### src/rtl/i2c_cond_pkg.sv
// Shared types for the bus condition generator.
// Assumes: request vectors are ordered {stop, restart, start}.
package i2c_cond_pkg;
    typedef enum logic [2:0] {
        PH_IDLE,
        PH_RS_LOW,
        PH_RS_SETUP,
        PH_ST_HOLD,
        PH_SP_LOW,
        PH_SP_SETUP
    } phase_t;

    localparam int NUM_REQ = 3;
    localparam int KIND_STOP = 2;

    typedef logic [NUM_REQ-1:0] req_vec_t;
endpackage

### src/rtl/i2c_cond_req.sv
// Pending request register with a fixed-priority grant.
// Assumes: set and clear pulses are one cycle; a set in the same cycle as a clear wins.
module i2c_cond_req
    import i2c_cond_pkg::*;
(
    input  logic     clk,
    input  logic     rst_n,
    input  req_vec_t set_i,
    input  req_vec_t clr_i,
    output req_vec_t pend_o,
    output req_vec_t grant_o
);
    req_vec_t pend_q;

    for (genvar g = 0; g < NUM_REQ; g++) begin : g_bit
        // Hold one pending bit: armed by its write pulse, dropped on completion.
        always_ff @(posedge clk) begin
            if (!rst_n) pend_q[g] <= 1'b0;
            else        pend_q[g] <= (pend_q[g] & ~clr_i[g]) | set_i[g];
        end
    end

    // Grant the highest pending bit: stop over restart over start.
    always_comb begin
        grant_o = '0;
        for (int i = NUM_REQ - 1; i >= 0; i--) begin
            if (pend_q[i] && grant_o == '0) grant_o[i] = 1'b1;
        end
    end

    assign pend_o = pend_q;
endmodule

### src/rtl/i2c_cond_timer.sv
// Down-counting interval timer for the condition phases.
// Assumes: a loaded value N gives a phase length of N+1 cycles.
module i2c_cond_timer #(
    parameter int CW = 3
) (
    input  logic          clk,
    input  logic          rst_n,
    input  logic          load_i,
    input  logic [CW-1:0] load_val_i,
    output logic          zero_o
);
    logic [CW-1:0] cnt_q;

    // Load a new interval or count the current one down to zero.
    always_ff @(posedge clk) begin
        if (!rst_n)              cnt_q <= '0;
        else if (load_i)         cnt_q <= load_val_i;
        else if (cnt_q != '0)    cnt_q <= cnt_q - 1'b1;
    end

    assign zero_o = (cnt_q == '0);
endmodule

### src/rtl/i2c_cond_seq.sv
// Phase sequencer that shapes the SCL/SDA edges of a start, restart or stop.
// Assumes: launch_i comes with exactly one grant bit set; outputs are drive-low enables.
module i2c_cond_seq
    import i2c_cond_pkg::*;
#(
    parameter int SETUP_CYC = 4,
    parameter int HOLD_CYC  = 4,
    parameter int CW        = 3
) (
    input  logic          clk,
    input  logic          rst_n,
    input  logic          launch_i,
    input  req_vec_t      grant_i,
    input  logic          tmr_zero_i,
    output logic          tmr_load_o,
    output logic [CW-1:0] tmr_val_o,
    output logic          scl_lo_o,
    output logic          sda_lo_o,
    output logic          busy_o,
    output logic          done_o,
    output req_vec_t      clr_o
);
    localparam logic [CW-1:0] SETUP_LD = CW'(SETUP_CYC - 1);
    localparam logic [CW-1:0] HOLD_LD  = CW'(HOLD_CYC - 1);

    phase_t   phase_q, phase_d;
    req_vec_t kind_q;
    logic     finish;
    logic     held_scl_q, held_sda_q, done_q;

    // Choose the next phase and the interval to load at each phase change.
    always_comb begin
        phase_d    = phase_q;
        tmr_load_o = 1'b0;
        tmr_val_o  = '0;
        finish     = 1'b0;
        unique case (phase_q)
            PH_IDLE: if (launch_i) begin
                tmr_load_o = 1'b1;
                if (grant_i[KIND_STOP]) begin
                    phase_d   = PH_SP_LOW;
                    tmr_val_o = SETUP_LD;
                end else if (grant_i[1]) begin
                    phase_d   = PH_RS_LOW;
                    tmr_val_o = SETUP_LD;
                end else begin
                    phase_d   = PH_ST_HOLD;
                    tmr_val_o = HOLD_LD;
                end
            end
            PH_RS_LOW: if (tmr_zero_i) begin
                phase_d    = PH_RS_SETUP;
                tmr_load_o = 1'b1;
                tmr_val_o  = SETUP_LD;
            end
            PH_RS_SETUP: if (tmr_zero_i) begin
                phase_d    = PH_ST_HOLD;
                tmr_load_o = 1'b1;
                tmr_val_o  = HOLD_LD;
            end
            PH_SP_LOW: if (tmr_zero_i) begin
                phase_d    = PH_SP_SETUP;
                tmr_load_o = 1'b1;
                tmr_val_o  = SETUP_LD;
            end
            PH_ST_HOLD, PH_SP_SETUP: if (tmr_zero_i) begin
                phase_d = PH_IDLE;
                finish  = 1'b1;
            end
            default: phase_d = PH_IDLE;
        endcase
    end

    // Register phase, served kind, completion pulse and the resting pin levels.
    always_ff @(posedge clk) begin
        if (!rst_n) begin
            phase_q    <= PH_IDLE;
            kind_q     <= '0;
            done_q     <= 1'b0;
            held_scl_q <= 1'b0;
            held_sda_q <= 1'b0;
        end else begin
            phase_q <= phase_d;
            done_q  <= finish;
            if (launch_i && phase_q == PH_IDLE) kind_q <= grant_i;
            if (finish) begin
                held_scl_q <= !kind_q[KIND_STOP];
                held_sda_q <= !kind_q[KIND_STOP];
            end
        end
    end

    // Map each phase to its SCL/SDA drive-low pair.
    always_comb begin
        unique case (phase_q)
            PH_RS_LOW:   {scl_lo_o, sda_lo_o} = 2'b10;
            PH_RS_SETUP: {scl_lo_o, sda_lo_o} = 2'b00;
            PH_ST_HOLD:  {scl_lo_o, sda_lo_o} = 2'b01;
            PH_SP_LOW:   {scl_lo_o, sda_lo_o} = 2'b11;
            PH_SP_SETUP: {scl_lo_o, sda_lo_o} = 2'b01;
            default:     {scl_lo_o, sda_lo_o} = {held_scl_q, held_sda_q};
        endcase
    end

    assign busy_o = (phase_q != PH_IDLE);
    assign done_o = done_q;
    assign clr_o  = finish ? kind_q : '0;
endmodule

### src/rtl/i2c_cond_gen.sv
// Top of the bus condition generator: request register, launch qualifier,
// sequencer, interval timer and the pin multiplexer.
// Assumes: out_sel is a software level; the pads are open drain (1 = pull low).
module i2c_cond_gen
    import i2c_cond_pkg::*;
#(
    parameter int SETUP_CYC = 4,
    parameter int HOLD_CYC  = 4
) (
    input  logic       clk,
    input  logic       rst_n,
    input  logic       wr_start,
    input  logic       wr_restart,
    input  logic       wr_stop,
    input  logic       out_sel,
    input  logic       ser_scl_lo,
    input  logic       ser_sda_lo,
    output logic       scl_lo,
    output logic       sda_lo,
    output logic [2:0] pend,
    output logic       done
);
    localparam int MAX_CYC = (SETUP_CYC > HOLD_CYC) ? SETUP_CYC : HOLD_CYC;
    localparam int CW      = $clog2(MAX_CYC + 1);

    req_vec_t      grant_w, clr_w, pend_w;
    logic          sel_q, launch, seq_busy, seq_scl, seq_sda;
    logic          tmr_load, tmr_zero;
    logic [CW-1:0] tmr_val;

    // Remember the previous select level to find its rising edge.
    always_ff @(posedge clk) begin
        if (!rst_n) sel_q <= 1'b0;
        else        sel_q <= out_sel;
    end

    assign launch = out_sel && !sel_q && (pend_w != '0) && !seq_busy;

    i2c_cond_req u_req (
        .clk     (clk),
        .rst_n   (rst_n),
        .set_i   ({wr_stop, wr_restart, wr_start}),
        .clr_i   (clr_w),
        .pend_o  (pend_w),
        .grant_o (grant_w)
    );

    i2c_cond_timer #(.CW(CW)) u_tmr (
        .clk        (clk),
        .rst_n      (rst_n),
        .load_i     (tmr_load),
        .load_val_i (tmr_val),
        .zero_o     (tmr_zero)
    );

    i2c_cond_seq #(
        .SETUP_CYC (SETUP_CYC),
        .HOLD_CYC  (HOLD_CYC),
        .CW        (CW)
    ) u_seq (
        .clk        (clk),
        .rst_n      (rst_n),
        .launch_i   (launch),
        .grant_i    (grant_w),
        .tmr_zero_i (tmr_zero),
        .tmr_load_o (tmr_load),
        .tmr_val_o  (tmr_val),
        .scl_lo_o   (seq_scl),
        .sda_lo_o   (seq_sda),
        .busy_o     (seq_busy),
        .done_o     (done),
        .clr_o      (clr_w)
    );

    assign scl_lo = out_sel ? seq_scl : ser_scl_lo;
    assign sda_lo = out_sel ? seq_sda : ser_sda_lo;
    assign pend   = pend_w;
endmodule

### config.mk
export PLATFORM = sky130hd
export DESIGN_NAME = i2c_cond_gen
export DESIGN_NICKNAME = d
export VERILOG_FILES = /design/src/rtl/i2c_cond_pkg.sv /design/src/rtl/i2c_cond_req.sv /design/src/rtl/i2c_cond_timer.sv /design/src/rtl/i2c_cond_seq.sv /design/src/rtl/i2c_cond_gen.sv
export SDC_FILE = /design/constraint.sdc
export NUM_CORES = 1
export LEC_CHECK = 0
export BUFFER_PORTS_ARGS = -buffer_cell sky130_fd_sc_hd__buf_2
export CORE_UTILIZATION = 48
export CTS_CLUSTER_SIZE = 24
export DETAILED_ROUTE_END_ITERATION = 8
export MAX_ROUTING_LAYER = met4
export PLACE_DENSITY = 0.83
export SLEW_MARGIN = 40
export SYNTH_ARGS = -nofsm -noshare
export SYNTH_HDL_FRONTEND = slang
export SYNTH_SLANG_ARGS = --single-unit
### constraint.sdc
create_clock -name clk -period 1.3 [get_ports clk]
set_input_delay 0 -clock clk [delete_from_list [all_inputs] [get_ports clk]]
set_output_delay 0 -clock clk [all_outputs]
set_load 0.03 [all_outputs]
==> impl_metrics.py <==
metrics = {
    "run_status": {
        "outcome": "finished, violations left",
        "violations": "design-rule violations, negative setup slack",
    },
    "setup_path": {
        "cp_max_fo": 3,
        "critical_path_class": "register to register",
        "critical-path-max-stage-delay_ns": 0.40,
        "cp_slowest_cell": "nor4_4",
        "setup.worst_path.start": "u_seq.phase_q[0]",
        "path_cells": "nor4_4, and3_4, mux2i_1, nor2b_1",
        "crit_arrival_ns": 1.58,
        "crit_cells": 4,
        "cp_top_family": "simple AND/OR/NAND/NOR gates",
        "ff2ff_path_depth": 4,
        "r2r-end": "u_seq.kind_q[2]",
        "critPathLaunchType": "register",
        "reg2reg_slack_ns": -0.07,
        "timing.critical_path.required_ns": 1.51,
        "r2r_start": "u_seq.phase_q[0]",
        "path_buf_inv": 0,
        "end_kind": "register",
        "endpoint": "u_seq.kind_q[2]",
    },
    "synth": {
        "synth_top_area_share": 0.3636,
        "synth.distinct_cells": 36,
        "synth_cells": 96,
        "synth_area_leaders": "dfxtp_1 (36%), nor2_1 (4.5%), o21ai_0 (4.2%)",
        "synth_flop_cell": "dfxtp_1",
        "ys_seq_area_frac": 0.3636,
        "syn-num-nets": 106,
        "synth_edf_count": 0,
        "syn_area_sq_um": 825.8,
        "async_flop_share": 0,
        "synth_area_per_cell_sq_um": 8.602,
        "synth.most_common_cell": "dfxtp_1",
        "synth_commonest_cells": "dfxtp_1 (15), nor2_1 (10), o21ai_0 (7)",
        "yosysWarnings": 0,
        "synth_seq_cells": 15,
        "synth_top_area_cell": "dfxtp_1",
    },
    "sta": {
        "setup_viol": 10,
        "max-slew-margin-rel": 0.7584,
        "finalHoldViolations": 0,
        "skew_ns": 0.01178,
        "worst_pin_slew_ns": 0.3597,
        "maxSlewViolCount": 0,
        "worst_slack_ns": -0.07153,
        "rsz0062_at_grt": "yes",
        "fmax_ghz": 0.7291,
        "min_period_ns": 1.372,
        "fin_crit_sh": 1.055,
    },
    "job": {
        "maxCapViolCount": 0,
    },
    "final_layout": {
        "drive_above_1_share": 0.5156,
        "multi_input_area_sq_um": 573.1,
        "area_growth_pct": 48.03,
        "fillers": 112,
        "regArea_sq_um": 320.3,
        "nets": 139,
        "final_cells": 145,
    },
    "power_and_ir_drop": {
        "swShare": 0.3885,
        "p_int_uw": 1233,
        "p_per_area_nw_per_um2": 1649,
        "share_seq_of_total_power": 0.319,
        "p_sw_uw": 783.1,
        "p_leak_uw": 0.0005243,
        "ir_worst_vdd_mv": 1.244,
        "clock_power_share": 0.142,
        "comb_power_share": 0.538,
    },
    "floorplan": {
        "die_h_um": 43.48,
        "num_io_pins": 14,
        "num_rows": 14,
        "core_sq_um": 1559,
        "die-area_sq_um": 1890,
        "start_util": 0.5297,
        "die_w_um": 43.48,
    },
    "clock_network": {
        "numClockSinks": 15,
        "cts_tree": "done",
        "cts_inserted_buffers": 3,
        "htree_levels": 1,
        "cts_buffer_depth": 2,
        "clk_pin_slew_ns": 0.10,
        "cts_root_buf": "clkbuf_4",
        "insertion_delay_ns": 0.30,
    },
    "global_route": {
        "grt_antenna_before_repair": 1,
        "grt_max_degree": 17,
        "grt_util_met3": 0.05000,
        "grt_util_met1": 0.2995,
        "use_met2": 0.4394,
        "grt_usage": 0.2603,
        "grt_overflow": 0,
        "grt_pass1_vias": 738,
        "grt_busiest_layer": "met2",
        "grt_pass1_wl_um": 3394,
    },
    "placement": {
        "numPortBuffers": 13,
        "place.gp.congestion": 0.7729,
        "hpwlAfterDp_um": 1262,
        "dp.cells": 131,
        "dpl_worst_slack_ns": -0.1104,
    },
    "drt": {
        "firstDrtPassIters": 6,
        "vias": 816,
        "routed_wl_um": 2180,
        "vias_per_cell": 5.628,
        "drtIter0Drc": 19,
        "drc": 4,
        "antenna_left": 0,
        "drt-wirelength-per-cell_um": 15.03,
    },
    "worst_hold_path": {
        "hold_path_class": "input pin to register",
    },
}
placed cells by master, fill, tap and decap left out, types with 2 or more instances in the layout:
master         netlist  routed
a21boi_1             1       4
buf_2                1      11
o21ai_1              0       2
nand3_1              4       4
dfxtp_2              0       4
nand3b_1             4       4
o21a_1               3       3
buf_6                0       6
buf_4                2      15
a21oi_2              0       3
mux2i_1              2       2
nand2_2              0       2
xor2_1               2       2
and2_1               3       3
nor2_1              10       7
dlygate4sd3_1        0       3
o311a_1              2       2
dfxtp_4              0       4
clkbuf_4             0       3
nor2_2               0       2
nand2_1              5       3
o21ai_0              7       5
dfxtp_1             15       7
inv_2                0       2
layer usage:
metal / part of all wire / vias to the layer above
met5: 0 / -
met4: 0.047 / 0
met3: 0.033 / 8
met2: 0.51 / 19
met1: 0.41 / 383
li1: - / 406
through the flow:
stage          hold WS, ns  cell area [sq um]  power [uW]  setup TNS, ns    util
2_1_floorplan       0.1232              839.6        1168       -0.02353       -
3_3_place_gp        0.2072              987.2        1376        -0.2502  0.6332
3_5_place_dp        0.2111              987.2        1417        -0.6627  0.6332
4_1_cts            0.04868               1171        1908        -0.1360  0.7512
5_1_grt            0.05187               1222        2151        -0.9929  0.7841
6_report           0.05568               1222        2016        -0.3605  0.7841
power groups by stage:
| stage | registers, uW | logic [uW] | clock network (uW) |
|---|---|---|---|
| 3_5_place_dp | 641 | 776 | 0 |
| 3_3_place_gp | 636 | 740 | 0 |
| 6_report | 644 | 1090 | 287 |
| 2_1_floorplan | 610 | 558 | 0 |
| 5_1_grt | 655 | 1170 | 323 |
| 4_1_cts | 632 | 983 | 293 |
timing repair:
action / in CTS / in global routing
hold buffers: 3 / 0
endpoints found under the setup margin: 12 / 15
pin swaps: 9 / 9
cloned: 0 / 0
resized for setup: 31 / 11
buffers inserted: 5 / 1
endpoints found under the hold margin: 3 / 0
kinds of logic (layout without fill, tap and decap cells):
| logic type | Yosys count | count (layout) | share of synthesized area |
|---|---|---|---|
| AO/OA/AOI/OAI | 27 | 27 | 0.2288 |
| XOR/XNOR | 3 | 3 | 0.03182 |
| adder cells (fa/ha/maj) | 2 | 2 | 0.03030 |
| buffers and inverters | 10 | 42 | 0.05604 |
| flip-flops | 15 | 15 | 0.3636 |
| multiplexers | 2 | 2 | 0.02424 |
| other | 0 | 1 | 0 |
| AND/OR/NAND/NOR | 37 | 37 | 0.2652 |
worst reg2reg max path, delay by kind of cell, from the launching register on:
kind / cells / cell delay, ns
and+or+nand+nor: 3 / 0.74
DFF: 1 / 0.37
muxes: 1 / 0.18
worst min-delay path by stage:
stage	slack (ns)	from	to	depth (start not counted)
5_1_grt	0.05	rst_n	u_req.pend_o[2]	2
3_5_place_dp	0.21	wr_start	u_req.pend_o[0]	2
2_1_floorplan	0.12	wr_restart	u_req.pend_o[1]	1
4_1_cts	0.05	out_sel	sel_q	2
6_report	0.06	rst_n	u_req.pend_o[1]	2
3_3_place_gp	0.21	wr_restart	u_req.pend_o[1]	2
cell type report:
type | count | area share
multi-input cells | 71 | 0.4688
flip-flops and latches | 15 | 0.2620
repair buffers | 35 | 0.2170
clock buffers | 3 | 0.01842
well taps | 16 | 0.01638
inverters | 3 | 0.009212
clock inverters | 1 | 0.006141
diodes | 1 | 0.002047
flip-flops by register name, summed over array words and instances, names as in the netlist:
| name | count |
|---|---|
| u_req.pend_o | 3 |
| u_seq.kind_q | 3 |
| u_seq.phase_q | 3 |
| u_tmr.cnt_q | 3 |
| sel_q | 1 |
| u_seq.done_o | 1 |
| u_seq.held_scl_q | 1 |
Note: power is estimated with default switching activity, not from simulation.
